--- config.mk ---
export PLATFORM = sky130hd
export DESIGN_NAME = adma_pos_track
export DESIGN_NICKNAME = d
export VERILOG_FILES = /design/src/rtl/adma_pkg.sv /design/src/rtl/adma_burst_calc.sv /design/src/rtl/adma_pos_advance.sv /design/src/rtl/adma_addr_gen.sv /design/src/rtl/adma_pos_track.sv
export SDC_FILE = /design/constraint.sdc
export NUM_CORES = 1
export LEC_CHECK = 0
export ABC_AREA = 1
export BUFFER_PORTS_ARGS = -buffer_cell sky130_fd_sc_hd__buf_2
export CORE_UTILIZATION = 56
export CTS_CLUSTER_DIAMETER = 30
export CTS_CLUSTER_SIZE = 10
export DETAILED_ROUTE_END_ITERATION = 10
export PLACE_DENSITY_LB_ADDON = 0.3
export SLEW_MARGIN = 10
export SYNTH_ARGS = -nofsm -noshare
export SYNTH_HDL_FRONTEND = slang
export SYNTH_SLANG_ARGS = --single-unit
--- constraint.sdc ---
create_clock -name clk -period 17.05 [get_ports clk]
set_input_delay 3.41 -clock clk [delete_from_list [all_inputs] [get_ports clk]]
set_output_delay 3.41 -clock clk [all_outputs]
set_load 0.005 [all_outputs]
--- src/rtl/adma_pkg.sv ---
package adma_pkg;
    typedef enum logic [1:0] {
        SEL_BASE    = 2'd0,
        SEL_FRAME   = 2'd1,
        SEL_SAMP    = 2'd2,
        SEL_SAMP_LO = 2'd3
    } adma_sel_e;

    localparam int WORD_LOG2 = 2;
endpackage

--- src/rtl/adma_burst_calc.sv ---
module adma_burst_calc #(
    parameter int CNT_W   = 16,
    parameter int GRANT_W = 16,
    parameter int MV_W    = 19
) (
    input  logic [GRANT_W-1:0] grant_bytes,
    input  logic [1:0]         shift,
    input  logic [CNT_W-1:0]   pos,
    input  logic [CNT_W-1:0]   size,
    input  logic [CNT_W-1:0]   cur_cnt,
    input  logic [CNT_W-1:0]   reload_cnt,
    input  logic [1:0]         leftover,
    output logic [MV_W-1:0]    moved,
    output logic               grant_zero,
    output logic               block_done,
    output logic [CNT_W-1:0]   cur_next
);
    logic [MV_W-1:0] unit_mask;
    logic [MV_W-1:0] grant_al;
    logic [MV_W-1:0] block_bytes;
    logic [MV_W-1:0] words;
    logic [MV_W-1:0] buf_bytes;
    logic [MV_W-1:0] remain;

    always_comb begin
        // trim the grant to whole sample frames
        unit_mask   = (MV_W'(1) << shift) - MV_W'(1);
        grant_al    = MV_W'(grant_bytes) & ~unit_mask;
        grant_zero  = (grant_al == '0);
        block_bytes = (MV_W'(cur_cnt) + MV_W'(1)) << shift;
        // room left in the ring buffer; nothing when position is past size
        if (pos <= size) begin
            words     = MV_W'(size) - MV_W'(pos) + MV_W'(1);
            buf_bytes = (words << adma_pkg::WORD_LOG2) + MV_W'(leftover);
        end else begin
            words     = '0;
            buf_bytes = '0;
        end
        moved = grant_al;
        if (buf_bytes < moved)   moved = buf_bytes;
        if (block_bytes < moved) moved = block_bytes;
        block_done = (moved == block_bytes);
        remain     = block_bytes - moved - MV_W'(1);
        cur_next   = block_done ? reload_cnt : CNT_W'(remain >> shift);
    end
endmodule

--- src/rtl/adma_pos_advance.sv ---
module adma_pos_advance #(
    parameter int CNT_W = 16,
    parameter int MV_W  = 19
) (
    input  logic [MV_W-1:0]  moved,
    input  logic [CNT_W-1:0] pos,
    input  logic [CNT_W-1:0] size,
    input  logic [1:0]       leftover,
    input  logic             loop_off,
    output logic [CNT_W-1:0] pos_next,
    output logic [1:0]       lo_next
);
    localparam int SUM_W = MV_W + 1;

    logic [SUM_W-1:0] sum;
    logic [SUM_W-1:0] target;
    logic             past_end;

    always_comb begin
        sum      = SUM_W'(moved) + SUM_W'(leftover);
        target   = SUM_W'(pos) + (sum >> adma_pkg::WORD_LOG2);
        lo_next  = sum[1:0];
        past_end = target > SUM_W'(size);
        if (!past_end)     pos_next = CNT_W'(target);
        else if (loop_off) pos_next = size;
        else               pos_next = '0;
    end
endmodule

--- src/rtl/adma_addr_gen.sv ---
module adma_addr_gen #(
    parameter int ADDR_W = 32,
    parameter int CNT_W  = 16
) (
    input  logic [ADDR_W-1:0] base,
    input  logic [CNT_W-1:0]  pos,
    input  logic [1:0]        leftover,
    output logic [ADDR_W-1:0] addr
);
    always_comb begin
        addr = base + ADDR_W'({pos, 2'b00}) + ADDR_W'(leftover);
    end
endmodule

--- src/rtl/adma_pos_track.sv ---
module adma_pos_track #(
    parameter int ADDR_W  = 32,
    parameter int CNT_W   = 16,
    parameter int GRANT_W = 16,
    localparam int WD_W   = (ADDR_W > 2*CNT_W) ? ADDR_W : 2*CNT_W,
    localparam int MV_W   = (GRANT_W > CNT_W+3) ? GRANT_W : CNT_W+3
) (
    input  logic               clk,
    input  logic               rst_n,
    input  logic               wr_en,
    input  logic [1:0]         wr_sel,
    input  logic [WD_W-1:0]    wr_data,
    input  logic               chan_en,
    input  logic               chan_pause,
    input  logic               fmt_stereo,
    input  logic               fmt_wide,
    input  logic               loop_off,
    input  logic               grant_valid,
    input  logic [GRANT_W-1:0] grant_bytes,
    output logic [ADDR_W-1:0]  mem_addr,
    output logic               burst_done,
    output logic [MV_W-1:0]    burst_bytes,
    output logic               block_end,
    output logic [ADDR_W-1:0]  frame_base,
    output logic [2*CNT_W-1:0] frame_count,
    output logic [2*CNT_W-1:0] sample_count,
    output logic [1:0]         leftover
);
    import adma_pkg::*;

    typedef struct packed {
        logic [ADDR_W-1:0] base;
        logic [CNT_W-1:0]  pos;
        logic [CNT_W-1:0]  size;
        logic [CNT_W-1:0]  cur;
        logic [CNT_W-1:0]  reload;
        logic [1:0]        lo;
        logic              done;
        logic              blk_end;
        logic [MV_W-1:0]   moved;
    } state_t;

    state_t st_d, st_q;

    logic [1:0]       shift_w;
    logic [MV_W-1:0]  moved_w;
    logic             grant_zero_w;
    logic             block_done_w;
    logic [CNT_W-1:0] cur_next_w;
    logic [CNT_W-1:0] pos_next_w;
    logic [1:0]       lo_next_w;
    logic             serve_w;

    assign shift_w = 2'(fmt_stereo) + 2'(fmt_wide);

    adma_burst_calc #(.CNT_W(CNT_W), .GRANT_W(GRANT_W), .MV_W(MV_W)) u_calc (
        .grant_bytes (grant_bytes),
        .shift       (shift_w),
        .pos         (st_q.pos),
        .size        (st_q.size),
        .cur_cnt     (st_q.cur),
        .reload_cnt  (st_q.reload),
        .leftover    (st_q.lo),
        .moved       (moved_w),
        .grant_zero  (grant_zero_w),
        .block_done  (block_done_w),
        .cur_next    (cur_next_w)
    );

    adma_pos_advance #(.CNT_W(CNT_W), .MV_W(MV_W)) u_adv (
        .moved    (moved_w),
        .pos      (st_q.pos),
        .size     (st_q.size),
        .leftover (st_q.lo),
        .loop_off (loop_off),
        .pos_next (pos_next_w),
        .lo_next  (lo_next_w)
    );

    adma_addr_gen #(.ADDR_W(ADDR_W), .CNT_W(CNT_W)) u_addr (
        .base     (st_q.base),
        .pos      (st_q.pos),
        .leftover (st_q.lo),
        .addr     (mem_addr)
    );

    assign serve_w = grant_valid && chan_en && !chan_pause && !grant_zero_w;

    always_comb begin
        st_d         = st_q;
        st_d.done    = 1'b0;
        st_d.blk_end = 1'b0;
        st_d.moved   = '0;
        if (wr_en) begin
            // a write wins; any grant this cycle is dropped
            case (adma_sel_e'(wr_sel))
                SEL_BASE:  st_d.base = wr_data[ADDR_W-1:0];
                SEL_FRAME: begin
                    st_d.pos  = wr_data[2*CNT_W-1:CNT_W];
                    st_d.size = wr_data[CNT_W-1:0];
                    st_d.lo   = 2'd0;
                end
                SEL_SAMP: begin
                    st_d.cur    = wr_data[2*CNT_W-1:CNT_W];
                    st_d.reload = wr_data[CNT_W-1:0];
                end
                default:   st_d.reload = wr_data[CNT_W-1:0];
            endcase
        end else if (serve_w) begin
            st_d.done    = 1'b1;
            st_d.moved   = moved_w;
            st_d.blk_end = block_done_w;
            st_d.cur     = cur_next_w;
            st_d.pos     = pos_next_w;
            st_d.lo      = lo_next_w;
        end
    end

    always_ff @(posedge clk) begin
        if (!rst_n) st_q <= '0;
        else        st_q <= st_d;
    end

    assign burst_done   = st_q.done;
    assign burst_bytes  = st_q.moved;
    assign block_end    = st_q.blk_end;
    assign frame_base   = st_q.base;
    assign frame_count  = {st_q.pos, st_q.size};
    assign sample_count = {st_q.cur, st_q.reload};
    assign leftover     = st_q.lo;

    // a gated grant leaves counters alone
    p_gate_idle_r11: assert property (@(posedge clk) disable iff (!rst_n)
        (grant_valid && !(chan_en && !chan_pause) && !wr_en)
        |=> (!burst_done && $stable(frame_count) && $stable(sample_count)));

    // a write cycle never yields a burst
    p_write_wins_r12: assert property (@(posedge clk) disable iff (!rst_n)
        wr_en |=> !burst_done);

    // block completion leaves remaining equal to reload
    p_reload_r6: assert property (@(posedge clk) disable iff (!rst_n)
        block_end |-> (sample_count[2*CNT_W-1:CNT_W] == sample_count[CNT_W-1:0]));

    // block_end only accompanies a burst
    p_end_with_burst_r6: assert property (@(posedge clk) disable iff (!rst_n)
        block_end |-> burst_done);

    // non-loop bursts never leave the position beyond the size
    p_nonloop_cap_r10: assert property (@(posedge clk) disable iff (!rst_n)
        (burst_done && $past(loop_off))
        |-> (frame_count[2*CNT_W-1:CNT_W] <= frame_count[CNT_W-1:0]));

    // never more bytes than granted
    p_moved_le_grant_r5: assert property (@(posedge clk) disable iff (!rst_n)
        burst_done |-> (burst_bytes <= MV_W'($past(grant_bytes))));

    // a frame write clears the leftover
    p_frame_clear_r2: assert property (@(posedge clk) disable iff (!rst_n)
        (wr_en && wr_sel == 2'd1) |=> (leftover == 2'd0));
endmodule

==> flow_summary.ini, run 1 <==
[final_layout]
num_antenna_cells = 0
drive_gt1_share_pct = 14.9
final_area_um2 = 13300
final_nets = 2129
area_growth_pct = 15.4
fillers = 1866

[power_and_ir_drop]
power_mw = 1.42
vdd_drop_max_mv = 0.0764
p_per_area_nw_per_um2 = 107
leakagePower_nw = 6.97

[synth]
async_reset_ff_share_pct = 0
synth_top_cell_by_area = dfxtp_1
synthXorXnorAreaFrac_pct = 6.93
synth_top_family_by_area = simple AND/OR/NAND/NOR gates
syn_area_um2 = 11500
synth_common_cells = 348 x nand2_1, 204 x inv_1, 181 x nor2_1
synth_area_leaders = dfxtp_1 21%, ha_1 17%, nand2_1 11%
yosysMostFrequentCell = nand2_1
synth-seq-cells = 119
synth_cell_types = 52
yosysWarnings = 0
syn-instance-count = 1739
yosysSeqAreaShare_pct = 20.7
synthAdderAreaFrac_pct = 17.7
synth-edff-count = 0
syn_avg_cell_area_um2 = 6.62
ys.flop_type = dfxtp_1
synth_top_area_share_pct = 20.7
synth-compound-area-share_pct = 19.6
synthSimpleGateAreaFrac_pct = 25.4
synth_mux_area_share_pct = 0.261

[floorplan]
die-area_um2 = 21100
dieHeight_um = 145
core-area_um2 = 20200
io_pins = 210
num_rows = 52
start_util_pct = 57.0
die_w_um = 145

[grt]
grt_pass1_wl_mm = 62.2
grt_pass1_vias = 11900
grt_max_degree = 99
antenna_found_initial = 0
grt_use_total_pct = 37.5
grt_overflow_total = 0

[setup_path]
r2r.worst_path.cells = 59
r2r-end = frame_count[21]
slowest_stage = ha_1
regToRegStartpoint = frame_count[3]
rrSetupSlack_ns = 4.55
cpMostUsedCell = a21oi_1
cp-end-kind = flop
critPathKind = in2reg
worst-path-buf-inv = 8
critical_path.max_fanout = 36
critical-path-top-delay-family = compound AO/OA/AOI/OAI gates
cpPeakStageDelay_ns = 0.88
required_ns = 17.41
crit_path_start_kind = primary input
crit_arrival_ns = 15.38

[sta]
tns_ns = 0
slew_headroom_pct = 26.1
rsz0062_at_grt = false
min_period_ns = 15.02
setup_viol = 0
worstMarginPinSlew_ns = 1.11
hold_viol = 0
fmax_mhz = 66.6
worst_clock_skew_ns = 0.0153
fin_crit_sh_pct = 88.1
slew_violations = 0

[detailed_routing]
vias = 12700
firstDrtPassIters = 6
wl_mm = 40.0
viasPerCell = 5.81
drcViolationCount = 0
wl_per_cell_um = 18.3
final_antenna_net_count = 0
drt_iter0_drc = 1220

[worst_hold_path]
hold_end = sample_count[12]
hold_depth = 2
min_from = sample_count[12]
hold_path.class = reg2reg

[cts]
htreeDepth = 4
cts_root_buffer = clkbuf_16
clk_pin_slew_worst_paths_ns = 0.07
cts-buffers-inserted = 17
cts_tree = done
cts_buffer_depth = 2
cts_setup_buffers = 0
cts_resized = 0
clock_sink_count = 119
hold_buffers = 0
clkLatencyLatePin_ns = 0.44

[placed_design]
place_area_um2 = 12700
gp_congestion = 0.983
numPortBuffers = 209
hpwl_mm = 31.3

[status]
outcome = complete, no violations

[flow_run]
maxCapViolations = 0
-- worst register-to-register path, delay by kind of cell (launching register included) --
| family | cells | cell delay [ns] |
|---|---|---|
| flip-flops | 1 | 0.52 |
| AND/OR/NAND/NOR | 19 | 2.63 |
| adder cells (fa/ha/maj) | 6 | 2.12 |
| buffers and inverters | 9 | 1.40 |
| XOR/XNOR | 2 | 0.42 |
| AO/OA/AOI/OAI | 23 | 5.33 |
-- sequential cells by signal, indices dropped and copies added (netlist names) --
| name | cells |
|---|---|
| frame_base | 32 |
| frame_count | 32 |
| burst_done | 1 |
| leftover | 2 |
| burst_bytes | 19 |
| block_end | 1 |
| sample_count | 32 |
-- area by class of cell --
class | instances | area (µm²) | area share [%]
timing repair buffer | 217 | 1110 | 8.33
clock buffer | 17 | 425 | 3.20
tap | 270 | 338 | 2.54
clock inverter | 15 | 171 | 1.29
multi-input combinational | 1344 | 8060 | 60.7
inverter | 211 | 792 | 5.96
sequential | 119 | 2380 | 17.9
-- where the power goes --
part           switching [mW]  leakage (nW)  internal [mW]
combinational           0.473          5.71          0.261
clock                   0.172         0.293          0.198
sequential             0.0254         0.973          0.293
total                   0.671          6.97          0.752
-- routing by layer --
metal  track usage (%)  wire (µm)  vias up
li1                  -          -     6152
met3              6.71       3840      144
met2              58.9      17400      701
met4              23.4       2470        0
met5                 0          0        -
met1              47.8      16300     5750
-- cell usage in the layout, fill, tap and decap left out, types with 39 or more instances in the layout --
cell type,count
o21ai_0,171
a31oi_1,39
xor2_1,66
dfxtp_1,119
nand3_1,66
nand2_1,348
inv_1,204
nor2_1,181
ha_1,155
a21oi_1,124
buf_2,209
nand4_1,41
-- worst max path at each step --
stage	from	endpoint	slack, ns	depth (start not counted)
2_1_floorplan	fmt_stereo	frame_count[25]	5.04	54
3_3_place_gp	fmt_stereo	frame_count[25]	2.63	51
3_5_place_dp	fmt_stereo	frame_count[21]	2.08	51
4_1_cts	fmt_stereo	frame_count[21]	2.42	51
5_1_grt	fmt_wide	frame_count[29]	1.10	51
6_report	fmt_stereo	frame_count[21]	2.03	49
-- cells by family after synthesis --
group,Yosys count
buffers and inverters,278
and+or+nand+nor,684
AOI/OAI and AO/OA,403
adders and majority gates,160
other,1
DFF,119
xor gates and xnor gates,91
muxes,3
-- per-stage QoR --
step,utilization [%],std cells,hold slack (ns),worst slack (ns)
after detailed placement,62.9,2161,0.491,2.08
after floorplan,-,1741,0.461,5.04
after CTS,65.8,2193,0.507,2.42
final,65.8,2193,0.504,2.03
after global placement,62.9,2161,0.474,2.63
after global routing,65.8,2193,0.517,1.10
Note: power is estimated with default switching activity, not from simulation.
==> run 2: changes to the inputs <==
--- a/config.mk
+++ b/config.mk
@@ -11,7 +11,8 @@
 export CTS_CLUSTER_DIAMETER = 30
 export CTS_CLUSTER_SIZE = 10
 export DETAILED_ROUTE_END_ITERATION = 10
-export PLACE_DENSITY_LB_ADDON = 0.3
+export PLACE_DENSITY = 0.8
+export SKIP_LAST_GASP = 1
 export SLEW_MARGIN = 10
 export SYNTH_ARGS = -nofsm -noshare
 export SYNTH_HDL_FRONTEND = slang
==> run 2 against run 1 <==
Effect of this change: worst hold slack worse by 0.0054 ns; sequential power hardly changed; clock skew hardly changed; via count increased by 0.59%; routed wire length is 1.2% higher; maximum frequency up 7.1%; sequential share of layout area hardly changed.
==> flow_summary.ini, run 2 (synthesis results as in run 1) <==
[floorplan]
start_util_pct = 57.0
die_w_um = 145
core-area_um2 = 20200
dieHeight_um = 145
num_rows = 52
die-area_um2 = 21100
io_pins = 210

[power_and_ir_drop]
leakagePower_nw = 6.97
vdd_drop_max_mv = 0.0797
p_per_area_nw_per_um2 = 107

[grt]
grt_max_degree = 99
antenna_found_initial = 1
grt_use_total_pct = 37.5
grt_pass1_wl_mm = 62.1
grt_overflow_total = 0
use_met3_pct = 6.71
grt_use_met1_pct = 48.5
busiest_layer = met2
grt_pass1_vias = 11400
grtUsageMet2_pct = 60.2

[cts]
clock_sink_count = 119
hold_buffers = 0
cts_root_buffer = clkbuf_16
htreeDepth = 4
clk_pin_slew_worst_paths_ns = 0.07
clkLatencyLatePin_ns = 0.44
cts_resized = 0
cts-buffers-inserted = 17
cts_tree = done
cts_setup_buffers = 0
cts_buffer_depth = 2

[worst_hold_path]
hold_path.class = reg2reg

[sta]
rsz0062_at_grt = false
slew_violations = 0
fmax_mhz = 71.3
tns_ns = 0
fin_crit_sh_pct = 82.2
worst_clock_skew_ns = 0.0151
setup_viol = 0
min_period_ns = 14.02
worstMarginPinSlew_ns = 1.10
holdWs_ns = 0.499
hold_viol = 0
slew_headroom_pct = 26.8

[detailed_routing]
firstDrtPassIters = 7
wl_mm = 40.5
vias = 12800
wl_per_cell_um = 18.5
drcViolationCount = 0
drt_iter0_drc = 1545
viasPerCell = 5.84
final_antenna_net_count = 0

[final_layout]
fin_util_pct = 65.8
num_antenna_cells = 0
area_growth_pct = 15.4
layout_commonest_cell = nand2_1
final_area_um2 = 13300
final_cell_mix = 348 x nand2_1, 209 x buf_2, 204 x inv_1, 181 x nor2_1, 171 x o21ai_0
final_nets = 2131
drive_gt1_share_pct = 15.0

[setup_path]
critical_path.max_fanout = 34
cp-end-kind = flop
slowest_stage = ha_1
critPathKind = in2reg
cpMostUsedCell = a21oi_1
required_ns = 17.41
crit_arrival_ns = 14.38
cpPeakStageDelay_ns = 0.86
crit_path_start_kind = primary input

[placed_design]
numPortBuffers = 209
gp_congestion = 1.03
place_area_um2 = 12700
hpwl_mm = 31.3

[status]
outcome = complete, no violations

[flow_run]
maxCapViolations = 0
-- run 2: power breakdown --
part / internal (mW) / switching, mW / total (mW)
sequential: 0.293 / 0.0258 / 0.319
combinational: 0.261 / 0.473 / 0.734
clock: 0.195 / 0.169 / 0.365
total: 0.749 / 0.668 / 1.42
-- run 2: per-layer routing --
layer	part of all wire [%]	vias to the layer above	routed length, µm
met4	5.2	2	2110
li1	-	6159	-
met3	10	152	4040
met1	41	5778	16400
met5	0.042	-	17
met2	44	731	17900
-- run 2: area by class of cell --
class	count	area, µm²
multi-input combinational	1344	8060
fill	1842	6890
sequential	119	2380
timing repair buffer	219	1120
inverter	211	792
clock buffer	17	425
tap	270	338
clock inverter	15	154
-- run 2: worst paths after layout --
| check | from | endpoint | slack [ns] | cells past startpoint |
|---|---|---|---|---|
| worst max register to register | frame_count[3] | frame_count[24] | 4.86 | 59 |
| worst max-delay path | fmt_stereo | frame_count[24] | 3.03 | 50 |
| worst min register to register | sample_count[12] | sample_count[12] | 0.50 | 2 |
| worst min-delay path | sample_count[12] | sample_count[12] | 0.50 | 2 |
-- run 2: stage by stage --
step | power [mW] | cells | setup slack, ns
3_5_place_dp | 1.03 | 2163 | 2.98
4_1_cts | 1.39 | 2195 | 3.29
2_1_floorplan | 0.841 | 1741 | 5.04
3_3_place_gp | 1.02 | 2163 | 3.37
5_1_grt | 1.51 | 2195 | 2.10
6_report | 1.42 | 2195 | 3.03
-- run 2: critical path, delay by kind of cell --
kind	cells	cell delay [ns]
compound gates	21	4.48
fa+ha+maj	6	2.60
simple gates	12	2.05
buf+inv	9	1.39
xor+xnor	2	0.41
